### src/rtl/vsd_pkg.sv
// Package vsd_pkg
// Shared types and helpers for the timing-reference stream decoder.
// Assumes the status byte keeps its flags in the top nibble and its
// protection bits in the low nibble.
package vsd_pkg;

    // Progress of the three-byte preamble match.
    typedef enum logic [1:0] {
        PM_IDLE   = 2'd0,
        PM_FF     = 2'd1,
        PM_FF00   = 2'd2,
        PM_FF0000 = 2'd3
    } pm_state_t;

    // Flags carried by a status byte.
    typedef struct packed {
        logic f;
        logic v;
        logic h;
    } tref_flags_t;

    // Expected protection nibble for a given flag set.
    function automatic logic [3:0] tref_protect(input tref_flags_t fl);
        return {fl.v ^ fl.h, fl.f ^ fl.h, fl.f ^ fl.v, fl.f ^ fl.v ^ fl.h};
    endfunction

endpackage

### src/rtl/vsd_preamble.sv
// Module vsd_preamble
// Matches the FF 00 00 preamble on accepted bytes and decodes the status
// byte that follows it, combinationally, in the cycle that byte arrives.
// Assumes DW >= 8; the flag and protection positions are fixed.
module vsd_preamble
    import vsd_pkg::*;
#(
    parameter int DW = 8
) (
    input  logic          clk,
    input  logic          rst_n,
    input  logic [DW-1:0] din,
    input  logic          din_en,
    output logic          code_stb,
    output logic          code_ok,
    output tref_flags_t   code_flags
);

    localparam logic [DW-1:0] BYTE_ONES  = {DW{1'b1}};
    localparam logic [DW-1:0] BYTE_ZEROS = {DW{1'b0}};

    pm_state_t state_q;
    pm_state_t state_d;

    // Next-state logic for the preamble search, restarting on stray 0xFF.
    always_comb begin
        state_d = state_q;
        if (din_en) begin
            unique case (state_q)
                PM_IDLE:   state_d = (din == BYTE_ONES) ? PM_FF : PM_IDLE;
                PM_FF:     state_d = (din == BYTE_ZEROS) ? PM_FF00 :
                                     (din == BYTE_ONES)  ? PM_FF   : PM_IDLE;
                PM_FF00:   state_d = (din == BYTE_ZEROS) ? PM_FF0000 :
                                     (din == BYTE_ONES)  ? PM_FF     : PM_IDLE;
                PM_FF0000: state_d = PM_IDLE;
                default:   state_d = PM_IDLE;
            endcase
        end
    end

    // Preamble state register.
    always_ff @(posedge clk) begin
        if (!rst_n) state_q <= PM_IDLE;
        else        state_q <= state_d;
    end

    // Status byte decode and protection check.
    always_comb begin
        code_stb         = din_en && (state_q == PM_FF0000);
        code_flags.f     = din[DW-2];
        code_flags.v     = din[DW-3];
        code_flags.h     = din[DW-4];
        code_ok          = din[DW-1] && (din[3:0] == tref_protect(code_flags));
    end

    // a status byte is only ever taken straight after the third preamble byte.
    assert_status_after_preamble_R1: assert property (@(posedge clk) disable iff (!rst_n)
        code_stb |-> ($past(din_en) ? $past(din) == BYTE_ZEROS : 1'b1));

endmodule

### src/rtl/vsd_line_tracker.sv
// Module vsd_line_tracker
// Holds the field/blanking flags, opens and closes active lines on
// valid timing codes, gates the active-sample window and checks the
// byte count at the closing code.
// Assumes codes arrive at least four accepted bytes apart.
module vsd_line_tracker
    import vsd_pkg::*;
#(
    parameter int ACTIVE_SAMPLES = 1440
) (
    input  logic        clk,
    input  logic        rst_n,
    input  logic        din_en,
    input  logic        code_stb,
    input  logic        code_ok,
    input  tref_flags_t code_flags,
    output logic        in_line,
    output logic        take,
    output logic        sav_now,
    output logic        len_bad,
    output logic        line_start,
    output logic        line_end,
    output logic        field_q,
    output logic        vblank_q
);

    localparam int            CW      = $clog2(ACTIVE_SAMPLES + 5);
    localparam logic [CW-1:0] CNT_N   = CW'(ACTIVE_SAMPLES);
    localparam logic [CW-1:0] CNT_LST = CW'(ACTIVE_SAMPLES - 1);
    localparam logic [CW-1:0] CNT_EAV = CW'(ACTIVE_SAMPLES + 3);
    localparam logic [CW-1:0] CNT_MAX = CW'(ACTIVE_SAMPLES + 4);

    logic          line_open;
    logic [CW-1:0] cnt;
    logic          eav_now;

    // Classify the code in flight and gate sample acceptance.
    always_comb begin
        sav_now = code_stb && code_ok && !code_flags.h && !code_flags.v;
        eav_now = code_stb && code_ok && code_flags.h;
        take    = din_en && in_line && !code_stb;
        len_bad = eav_now && line_open && (cnt != CNT_EAV);
    end

    // Line window, byte counter, flags and line pulses.
    always_ff @(posedge clk) begin
        if (!rst_n) begin
            line_open  <= 1'b0;
            in_line    <= 1'b0;
            cnt        <= '0;
            line_start <= 1'b0;
            line_end   <= 1'b0;
            field_q    <= 1'b0;
            vblank_q   <= 1'b0;
        end else begin
            line_start <= sav_now;
            line_end   <= eav_now && line_open;
            if (code_stb && code_ok) begin
                field_q  <= code_flags.f;
                vblank_q <= code_flags.v;
            end
            if (sav_now) begin
                line_open <= 1'b1;
                in_line   <= 1'b1;
                cnt       <= '0;
            end else if (eav_now) begin
                line_open <= 1'b0;
                in_line   <= 1'b0;
            end else if (din_en && line_open) begin
                if (cnt != CNT_MAX) cnt <= cnt + 1'b1;
                if (in_line && cnt == CNT_LST) in_line <= 1'b0;
            end
        end
    end

    // the active window never runs past the sample budget.
    assert_active_budget_R4: assert property (@(posedge clk) disable iff (!rst_n)
        in_line |-> cnt < CNT_N);

    // the active window only opens together with a line start.
    assert_active_opens_on_sav_R4: assert property (@(posedge clk) disable iff (!rst_n)
        $rose(in_line) |-> line_start);

    // flags change only after a valid code.
    assert_field_hold_R3: assert property (@(posedge clk) disable iff (!rst_n)
        !$stable(field_q) |-> $past(code_stb && code_ok));
    assert_vblank_hold_R3: assert property (@(posedge clk) disable iff (!rst_n)
        !$stable(vblank_q) |-> $past(code_stb && code_ok));

endmodule

### src/rtl/vsd_pair_builder.sv
// Module vsd_pair_builder
// Collects accepted active bytes in Cb, Y0, Cr, Y1 order and presents
// each completed pair with a one-cycle strobe.
// Assumes restart and take are never high together.
module vsd_pair_builder #(
    parameter int DW = 8
) (
    input  logic          clk,
    input  logic          rst_n,
    input  logic [DW-1:0] din,
    input  logic          take,
    input  logic          restart,
    output logic [DW-1:0] cb_out,
    output logic [DW-1:0] y0_out,
    output logic [DW-1:0] cr_out,
    output logic [DW-1:0] y1_out,
    output logic          pair_valid
);

    logic [1:0]    phase;
    logic [DW-1:0] cb_h;
    logic [DW-1:0] y0_h;
    logic [DW-1:0] cr_h;

    // Byte phase tracking, holding registers and pair output.
    always_ff @(posedge clk) begin
        if (!rst_n) begin
            phase      <= 2'd0;
            cb_h       <= '0;
            y0_h       <= '0;
            cr_h       <= '0;
            cb_out     <= '0;
            y0_out     <= '0;
            cr_out     <= '0;
            y1_out     <= '0;
            pair_valid <= 1'b0;
        end else begin
            pair_valid <= 1'b0;
            if (restart) begin
                phase <= 2'd0;
            end else if (take) begin
                phase <= phase + 2'd1;
                unique case (phase)
                    2'd0: cb_h <= din;
                    2'd1: y0_h <= din;
                    2'd2: cr_h <= din;
                    2'd3: begin
                        cb_out     <= cb_h;
                        y0_out     <= y0_h;
                        cr_out     <= cr_h;
                        y1_out     <= din;
                        pair_valid <= 1'b1;
                    end
                    default: ;
                endcase
            end
        end
    end

    // pairs are at least four bytes apart, so strobes never repeat back to back.
    assert_pair_spacing_R5: assert property (@(posedge clk) disable iff (!rst_n)
        pair_valid |=> !pair_valid);

    // pair outputs only move with a strobe.
    assert_pair_hold_R5: assert property (@(posedge clk) disable iff (!rst_n)
        !pair_valid |-> $stable(y1_out));

endmodule

### src/rtl/vid_tref_decoder.sv
// Module vid_tref_decoder
// Top level: decodes embedded timing codes from a multiplexed YCbCr
// 4:2:2 byte stream, marks active video, splits it into pixel pairs
// and flags malformed codes and lines.
// Assumes one byte per enabled clock; ACTIVE_SAMPLES is a multiple of 4.
module vid_tref_decoder
    import vsd_pkg::*;
#(
    parameter int DW             = 8,
    parameter int ACTIVE_SAMPLES = 1440
) (
    input  logic          clk,
    input  logic          rst_n,
    input  logic [DW-1:0] din,
    input  logic          din_en,
    output logic [DW-1:0] cb_out,
    output logic [DW-1:0] y0_out,
    output logic [DW-1:0] cr_out,
    output logic [DW-1:0] y1_out,
    output logic          pair_valid,
    output logic          active,
    output logic          field_o,
    output logic          vblank_o,
    output logic          line_start,
    output logic          line_end,
    output logic          err
);

    logic        code_stb;
    logic        code_ok;
    tref_flags_t code_flags;
    logic        take;
    logic        sav_now;
    logic        len_bad;

    vsd_preamble #(.DW(DW)) u_preamble (
        .clk        (clk),
        .rst_n      (rst_n),
        .din        (din),
        .din_en     (din_en),
        .code_stb   (code_stb),
        .code_ok    (code_ok),
        .code_flags (code_flags)
    );

    vsd_line_tracker #(.ACTIVE_SAMPLES(ACTIVE_SAMPLES)) u_tracker (
        .clk        (clk),
        .rst_n      (rst_n),
        .din_en     (din_en),
        .code_stb   (code_stb),
        .code_ok    (code_ok),
        .code_flags (code_flags),
        .in_line    (active),
        .take       (take),
        .sav_now    (sav_now),
        .len_bad    (len_bad),
        .line_start (line_start),
        .line_end   (line_end),
        .field_q    (field_o),
        .vblank_q   (vblank_o)
    );

    vsd_pair_builder #(.DW(DW)) u_pairs (
        .clk        (clk),
        .rst_n      (rst_n),
        .din        (din),
        .take       (take),
        .restart    (sav_now),
        .cb_out     (cb_out),
        .y0_out     (y0_out),
        .cr_out     (cr_out),
        .y1_out     (y1_out),
        .pair_valid (pair_valid)
    );

    // Error pulse: corrupted status byte or wrong line length.
    always_ff @(posedge clk) begin
        if (!rst_n) err <= 1'b0;
        else        err <= (code_stb && !code_ok) || len_bad;
    end

    // the error flag is a single-cycle pulse.
    assert_err_single_R3: assert property (@(posedge clk) disable iff (!rst_n)
        err |=> !err);

    // line start and line end are never reported together.
    assert_start_end_excl_R6: assert property (@(posedge clk) disable iff (!rst_n)
        !(line_start && line_end));

    // a line end can only follow a closed active window.
    assert_end_closes_R6: assert property (@(posedge clk) disable iff (!rst_n)
        line_end |-> !active);

endmodule

### config.mk
export PLATFORM = sky130hd
export DESIGN_NAME = vid_tref_decoder
export DESIGN_NICKNAME = d
export VERILOG_FILES = /design/src/rtl/vsd_pkg.sv /design/src/rtl/vsd_preamble.sv /design/src/rtl/vsd_line_tracker.sv /design/src/rtl/vsd_pair_builder.sv /design/src/rtl/vid_tref_decoder.sv
export SDC_FILE = /design/constraint.sdc
export NUM_CORES = 1
export LEC_CHECK = 0
export CORE_ASPECT_RATIO = 1.25
export CORE_MARGIN = 2
export CORE_UTILIZATION = 54
export CTS_BUF_LIST = sky130_fd_sc_hd__clkbuf_16
export CTS_CLUSTER_DIAMETER = 40
export DETAILED_ROUTE_END_ITERATION = 7
export GPL_TIMING_DRIVEN = 0
export PLACE_DENSITY = 0.79
export SLEW_MARGIN = 20
export SYNTH_ARGS = -nofsm -noshare
export SYNTH_HDL_FRONTEND = slang
export SYNTH_HIERARCHICAL = 1
export SYNTH_SLANG_ARGS = --single-unit
### constraint.sdc
create_clock -name clk -period 3.4 [get_ports clk]
set_input_delay 0.68 -clock clk [delete_from_list [all_inputs] [get_ports clk]]
set_output_delay 0.68 -clock clk [all_outputs]
set_load 0.05 [all_outputs]
; Yosys cells after proc, flatten, opt, wreduce, memory -nomap -nowiden
; Cells that the tools add are included.
[totals]
reg_bits = 79
wordCells = 82
[classes]
add_sub_neg = 2
eq_ne = 11
mux = 11
n_bitwise = 8
reduce_logical = 32
[op_table]
columns = cell, n
row1 = "!= test 11 bit, second input constant", 2
row2 = AND reduction 3 bit, 5
row3 = logical AND 1 bit, 13
row4 = "adder 11 x 1 -> 11 bit, second input constant", 1
row5 = "== test 11 bit, second input constant", 1
row6 = "== test 2 bit, second input constant", 4
row7 = "== test 8 bit, second input constant", 1
row8 = logical NOT 8 bit, 1
row9 = two-way mux 1 bit, 8
row10 = one-hot mux 2 bit (4 select lines), 1
row11 = nonzero test 3 bit, 2
row12 = "== test 2 x 1 -> 1 bit, second input constant", 2
row13 = == test 4 bit, 1
row14 = logical NOT 1 bit, 4
row15 = logical NOT 2 bit, 2
row16 = two-way mux 2 bit, 2
row17 = NOT 1 bit, 4
row18 = bitwise XOR 1 bit, 4
row19 = OR reduction 3 bit, 1
row20 = "adder 2 x 1 -> 2 bit, second input constant", 1
row21 = AND reduction 2 bit, 1
row22 = nonzero test 2 bit, 1
row23 = OR reduction 2 bit, 1
row24 = logical OR 1 bit, 1

; Longest topological paths before layout
[depth]
word_depth = 9
ltp_mapped = 10

; Cells and area by module
; Netlist, hierarchy kept.
[modules_own_cells]
columns = module, n_inst, cells_each, area_each_um2, seq_area_each_um2
row1 = vsd_pair_builder, 1, 211, 2222.1, 1181.1
row2 = vsd_line_tracker, 1, 98, 879.6, 340.3
row3 = vsd_preamble, 1, 36, 300.3, 40.0
row4 = vid_tref_decoder, 1, 3, 41.3, 20.0

; Worst setup path after synthesis
; OpenSTA, ideal clock, no wires.
[synth_path]
path_kind = input-to-reg
from = input port din[4]
to = register u_pairs.cb_out[3]
arrival_time_ns = 2.862
slack_ns = 0.467
cell_stages = 10
n_path_buf = 2
cell_sequence = inv_1 ha_1 xnor2_1 nand2_1 a211oi_2 nor4bb_1 nand3b_4 buf_6 buf_6 mux2i_1
[synth_between]
elab_chain_len = 8
word_cells_on_any_way = 11
classes_between = eq/ne: 1 / bitwise: 4 / reduce/logical: 6
[synth_rtl]
columns = element, line_no
row1 = start: declaration, vid_tref_decoder.sv:14  ; input logic [DW-1:0] din,
row2 = bitwise XOR 1 bit, vsd_pkg.sv:24  ; return {fl.v ^ fl.h, fl.f ^ fl.h, fl.f ^ fl.v, fl.f ^ fl.v ^ fl.h};
row3 = == test 4 bit (*), vsd_preamble.sv:53  ; code_ok = din[DW-1] && (din[3:0] == tref_protect(code_flags));
row4 = logical AND 1 bit (*), vsd_preamble.sv:53
row5 = via code_ok, vid_tref_decoder.sv:30  ; logic code_ok;
row6 = logical AND 1 bit (*) (3 in a row), vsd_line_tracker.sv:39  ; sav_now = code_stb && code_ok && !code_flags.h && !code_flags.v;
row7 = via sav_now, vid_tref_decoder.sv:33  ; logic sav_now;
row8 = NOT 1 bit (no source line) (*), --
row9 = AND reduction 3 bit (no source line) (*), --
row10 = end signal: assignment, vsd_pair_builder.sv:48  ; cb_out <= cb_h;
row11 = end: declaration, vsd_pair_builder.sv:13  ; output logic [DW-1:0] cb_out,
; The timed path passes the listed nets; every way through them passes the cells marked *.
; A chain may end at the register's enable or synchronous reset.

; Final worst setup path
[layout_path]
from = input port din[4]
to = register u_pairs.y0_out[3]
[layout_between]
elab_chain_len = 8
word_cells_on_any_way = 11
classes_between = eq/ne: 1 / bitwise: 4 / reduce/logical: 6
[layout_rtl]
columns = element, line_no
row1 = bitwise XOR 1 bit, vsd_pkg.sv:24
row2 = == test 4 bit (*), vsd_preamble.sv:53
row3 = logical AND 1 bit (*), vsd_preamble.sv:53
row4 = via code_ok, vid_tref_decoder.sv:30
row5 = logical AND 1 bit (*) (3 in a row), vsd_line_tracker.sv:39
row6 = via sav_now, vid_tref_decoder.sv:33
row7 = NOT 1 bit (no source line) (*), --
row8 = AND reduction 3 bit (no source line) (*), --
row9 = end signal: assignment, vsd_pair_builder.sv:49  ; y0_out <= y0_h;
row10 = end: declaration, vsd_pair_builder.sv:14  ; output logic [DW-1:0] y0_out,
; Marked as above.

==> results.md <==
Timing:
- For this run, the top clock speed supported by timing is 315 MHz.
- The final-report hold violation count is 0.
- The final max-slew violation count is 0.
- The accumulated negative setup slack is 0 ns.
- Setup violations remaining at the end of the flow were counted as 0.
- Setup repair after global routing left no endpoint under its margin.
- Headroom to the max-slew limit came out at between 60% and 70%.
- The clock period minus final worst setup slack is between 3 and 4 ns.
- The slew at the pin closest to its max-slew limit is about 0.56 ns.
- The period utilization is approximately 93%.
- For the final database, setup skew stands at 0.00367 ns.

Synthesis:
- The post-synthesis cell area is 0.00344 sq mm.
- In the synthesized netlist the async set-or-reset flop fraction comes to 0%.
- The most common flop cell mapped by yosys is sky130_fd_sc_hd__dfxtp_1.
- The number of nets produced by synthesis is 367.
- The number of enable flip-flop cells after synthesis is 0.
- The synthesized netlist cell count is 348.
- The number of warnings reported in the yosys synthesis log is 6.
- Counting flops and latches in the post-synthesis netlist gives 79.
- The average cell area after synthesis is 9.89 sq um.
- The count of cell types in the netlist is 52.
- The sequential area share after synthesis is a little under half.

Worst setup path:
- The critical path starts at din[4].
- STA classifies the critical path endpoint as a flip-flop.
- The critical path data arrival time is 3.43 ns.
- The required time reported for the critical path endpoint is 3.66 ns.
- Walking the worst path, the cells encountered are clkdlybuf4s50_1, inv_1, ha_1, xnor2_1, nand2_1, a211oi_4, nor4bb_4, nand3b_4, buf_6, buf_6, mux2i_1.
- The worst reg2reg path startpoint is u_preamble/state_q[0]$_SDFFE_PN0P_.
- The number of logic stages on the critical path including buffering is 11.
- The worst setup slack for register-to-register paths is about 1.4 ns.
- The critical path contains buffers and inverters numbering 4 combined.
- The worst stage delay on the critical path is 0.64 ns.
- Of all nets on the critical path, the largest fanout is 10.
- The critical path startpoint category is a primary input.
- Counting stages on the worst path, the most repeated cell is sky130_fd_sc_hd__buf_6.
- The most critical setup path has its endpoint at u_pairs/y0_out[3]$_SDFFE_PN0P_.
- Measured in cells, the most critical reg-to-reg path has a length of 6.
- In this run the critical register-to-register path is captured at u_pairs/y0_out[3]$_SDFFE_PN0P_.
- The cell family contributing the most delay on the critical path is buffers and inverters.
- The critical path is of the primary input to flip-flop type.
- The cell type of the slowest stage on the worst timing path is sky130_fd_sc_hd__clkdlybuf4s50_1.

Floorplanning:
- The die is 75.4 microns wide.
- The floorplan step defined a die boundary enclosing 0.00704 sq mm.
- The number of rows created at floorplan is 32.
- In this run the vertical extent of the chip is a little over 90 microns.
- The floorplan step defined a core boundary enclosing ~0.0062 sq mm.
- The I/O pin total is 50.
- The starting utilization of the core area is between 50% and 60%.

Place:
- At the end of routability-driven placement, the weighted congestion stood at 0.842.
- The placement-stage cell area is 0.00404 sq mm.
- The post-detailed-placement half-perimeter wirelength is slightly above 5000 microns.
- The total of buffers placed on input and output ports is 49.

Routing:
- For this run, design rule violations remaining after detail routing come to 0.
- For this block, the routed nets add up to 7110 microns of wire.
- The detailed-route via count is 2631.
- The length of the first detailed-routing pass in iterations is 4.
- In the final routed layout, each cell accounts on average for 14.3 microns.
- The detail route stage leaves a number of antenna-violating nets equal to 0.
- The detailed router finished its first iteration with 102 violations.
- Dividing the detail-routed via count by the number of cells gives about 5.3.

Clocking:
- The clock passes through at most 2 buffers.
- Clock-pin slew was measured on the worst setup and hold paths at 0.06 ns.
- The number of hold buffers added after CTS was 0.
- The root buffer cell chosen for the clock tree is sky130_fd_sc_hd__clkbuf_16.
- The clock net sink count is 79.
- In this run, CTS created clock tree buffers numbering 9.
- The count of H-tree levels built during CTS is 3.
- The clock latency on the worst-skew pair is 0.33 ns.
- The clock tree from TritonCTS is built.

Pwr:
- In this run the power density over the cells is 435 mW/mm^2.
- The design draws 1.89 mW.
- The leakage component of the power is between 1.5 and 2 nW.
- IR analysis of the VDD net gives a maximum drop of just over 0.0004 V.

Global routing:
- The global-route wire length before repair is 11800 microns.
- The via count of the first global-routing pass is 2537.
- The pin count of the biggest net entering global routing is 18.
- The initial antenna violation count came to 0.
- For this run, the total global-route usage over all layers was measured as 22.0%.
- The total overflow left after global routing is 0.

Worst hold path:
- The type of the tightest min-delay check is flip-flop to flip-flop.

Status:
- The flow ran to the end, and the final reports show no timing, DRC or antenna violations.

Final layout:
- At the end of the flow, the number of nets in the layout was 428.
- 0 antenna diodes ended up in the layout.
- The area growth from synthesis to layout is 26.3%.
- The finished cells cover 0.00435 sq mm.
- The ratio of cells with drive above 1 in the final layout is 12.3%.

Job:
- The number of max-capacitance violations reported is 0.
[how the worst min path moves through the flow]
stage | startpoint | endpoint | slack [ns] | cells past startpoint
after floorplan | u_pairs/cb_h[0]$_SDFFE_PN0P_ | u_pairs/cb_out[0]$_SDFFE_PN0P_ | 0.44 | 2
after global placement | u_pairs/cr_out[5]$_SDFFE_PN0P_ | u_pairs/cr_out[5]$_SDFFE_PN0P_ | 0.44 | 2
after detailed placement | u_pairs/cr_out[1]$_SDFFE_PN0P_ | u_pairs/cr_out[1]$_SDFFE_PN0P_ | 0.45 | 2
after CTS | u_pairs/cr_out[1]$_SDFFE_PN0P_ | u_pairs/cr_out[1]$_SDFFE_PN0P_ | 0.46 | 2
after global routing | u_pairs/cr_out[1]$_SDFFE_PN0P_ | u_pairs/cr_out[1]$_SDFFE_PN0P_ | 0.48 | 2
final | u_pairs/cr_out[1]$_SDFFE_PN0P_ | u_pairs/cr_out[1]$_SDFFE_PN0P_ | 0.45 | 2
[placed cells by master (no fill, tap or decap), drive strengths merged, types with 4 or more instances in the layout]
cell type / n
nand3b: 8
nand2: 74
o31ai: 4
nand3: 12
clkbuf: 11
nand4: 4
inv: 14
o21ai: 5
dfxtp: 79
a21oi: 9
ha: 8
clkdlybuf4s50: 49
nor2: 7
mux2i: 58
and3: 5
or4: 4
buf: 18
xnor2: 5
[what timing repair did]
item | 4_1_cts | 5_1_grt
pin swaps | 0 | 2
setup buffers | 0 | 1
resized for setup | 3 | 0
endpoints found under the setup margin | 57 | 54
[state kept, by name (all words and copies together), names as in the netlist]
register / flops
u_tracker/cnt: 11
u_pairs/cb_h: 8
u_pairs/cb_out: 8
u_pairs/cr_h: 8
u_pairs/cr_out: 8
u_pairs/y0_h: 8
u_pairs/y0_out: 8
u_pairs/y1_out: 8
u_pairs/phase: 2
u_preamble/state_q: 2
err: 1
u_pairs/pair_valid: 1
u_tracker/field_q: 1
u_tracker/in_line: 1
u_tracker/line_end: 1
u_tracker/line_open: 1
u_tracker/line_start: 1
u_tracker/vblank_q: 1
[report_power, final]
group	switching, mW	internal (mW)
Combinational	0.0475	0.0265
Clock	0.390	0.501
Sequential	0.0000251	0.925
[synthesized netlist by cell type (2+ instances only)]
cell	count	area [sq um]
sky130_fd_sc_hd__nor3_1	2	10.0
sky130_fd_sc_hd__o31ai_1	4	30.0
sky130_fd_sc_hd__and2_1	2	12.5
sky130_fd_sc_hd__nand2_1	73	274
sky130_fd_sc_hd__buf_4	4	30.0
sky130_fd_sc_hd__a21oi_1	8	40.0
sky130_fd_sc_hd__nand3b_1	7	52.6
sky130_fd_sc_hd__a211o_1	2	17.5
sky130_fd_sc_hd__nand4_1	3	18.8
sky130_fd_sc_hd__and3b_1	2	17.5
sky130_fd_sc_hd__nor2_1	7	26.3
sky130_fd_sc_hd__nand3_1	12	60.1
sky130_fd_sc_hd__and3_1	5	31.3
sky130_fd_sc_hd__o21ai_0	4	20.0
sky130_fd_sc_hd__inv_1	10	37.5
sky130_fd_sc_hd__or4_1	3	22.5
sky130_fd_sc_hd__nor2b_1	2	12.5
sky130_fd_sc_hd__mux2i_1	58	581
sky130_fd_sc_hd__xnor2_1	5	43.8
sky130_fd_sc_hd__and4b_1	2	20.0
sky130_fd_sc_hd__buf_6	4	45.0
sky130_fd_sc_hd__a21boi_0	2	15.0
sky130_fd_sc_hd__buf_2	9	45.0
sky130_fd_sc_hd__nor4b_2	2	30.0
sky130_fd_sc_hd__xor2_1	3	26.3
sky130_fd_sc_hd__dfxtp_1	79	1580
sky130_fd_sc_hd__ha_1	8	100
sky130_fd_sc_hd__clkbuf_1	2	7.51
[metrics by stage]
step	setup WS, ns	std cells	utilization [%]	hold WS [ns]
floorplan	0.467	348	-	0.443
global placement	-0.662	482	65.5	0.445
detailed placement	-0.799	482	65.5	0.451
CTS	0.0298	498	70.4	0.460
global route	0.0231	499	70.6	0.483
finish	0.228	499	70.6	0.454
[per-layer routing]
layer | GRT usage (%) | vias to the layer above | routed length (microns)
li1 | - | 1335 | -
met3 | 4.96 | 5 | 243
met4 | 7.02 | 0 | 70
met5 | 0 | - | 0
met1 | 26.9 | 1234 | 3160
met2 | 37.7 | 57 | 3640
[logic make-up after synthesis]
family | synth area share (%)
flops | 45.9
buf+inv | 4.91
mux | 16.9
compound gates | 5.78
xor+xnor | 2.03
fa+ha+maj | 2.91
simple gates | 21.6
[area by class of cell]
type,count,area [sq um]
Tap cell,85,106
Fill cell,495,1820
Timing Repair Buffer,50,498
Clock inverter,7,55.1
Clock buffer,9,225
Buffer,19,128
Sequential cell,79,1580
Multi-Input combinational cell,239,1720
Inverter,11,41.3
[worst min-delay path: cells and delay by family, from the launching register on]
kind          cells  cell delay, ns
flops             1            0.31
simple gates      1            0.05
mux               1            0.05
Power figures use the tool's default switching activity.
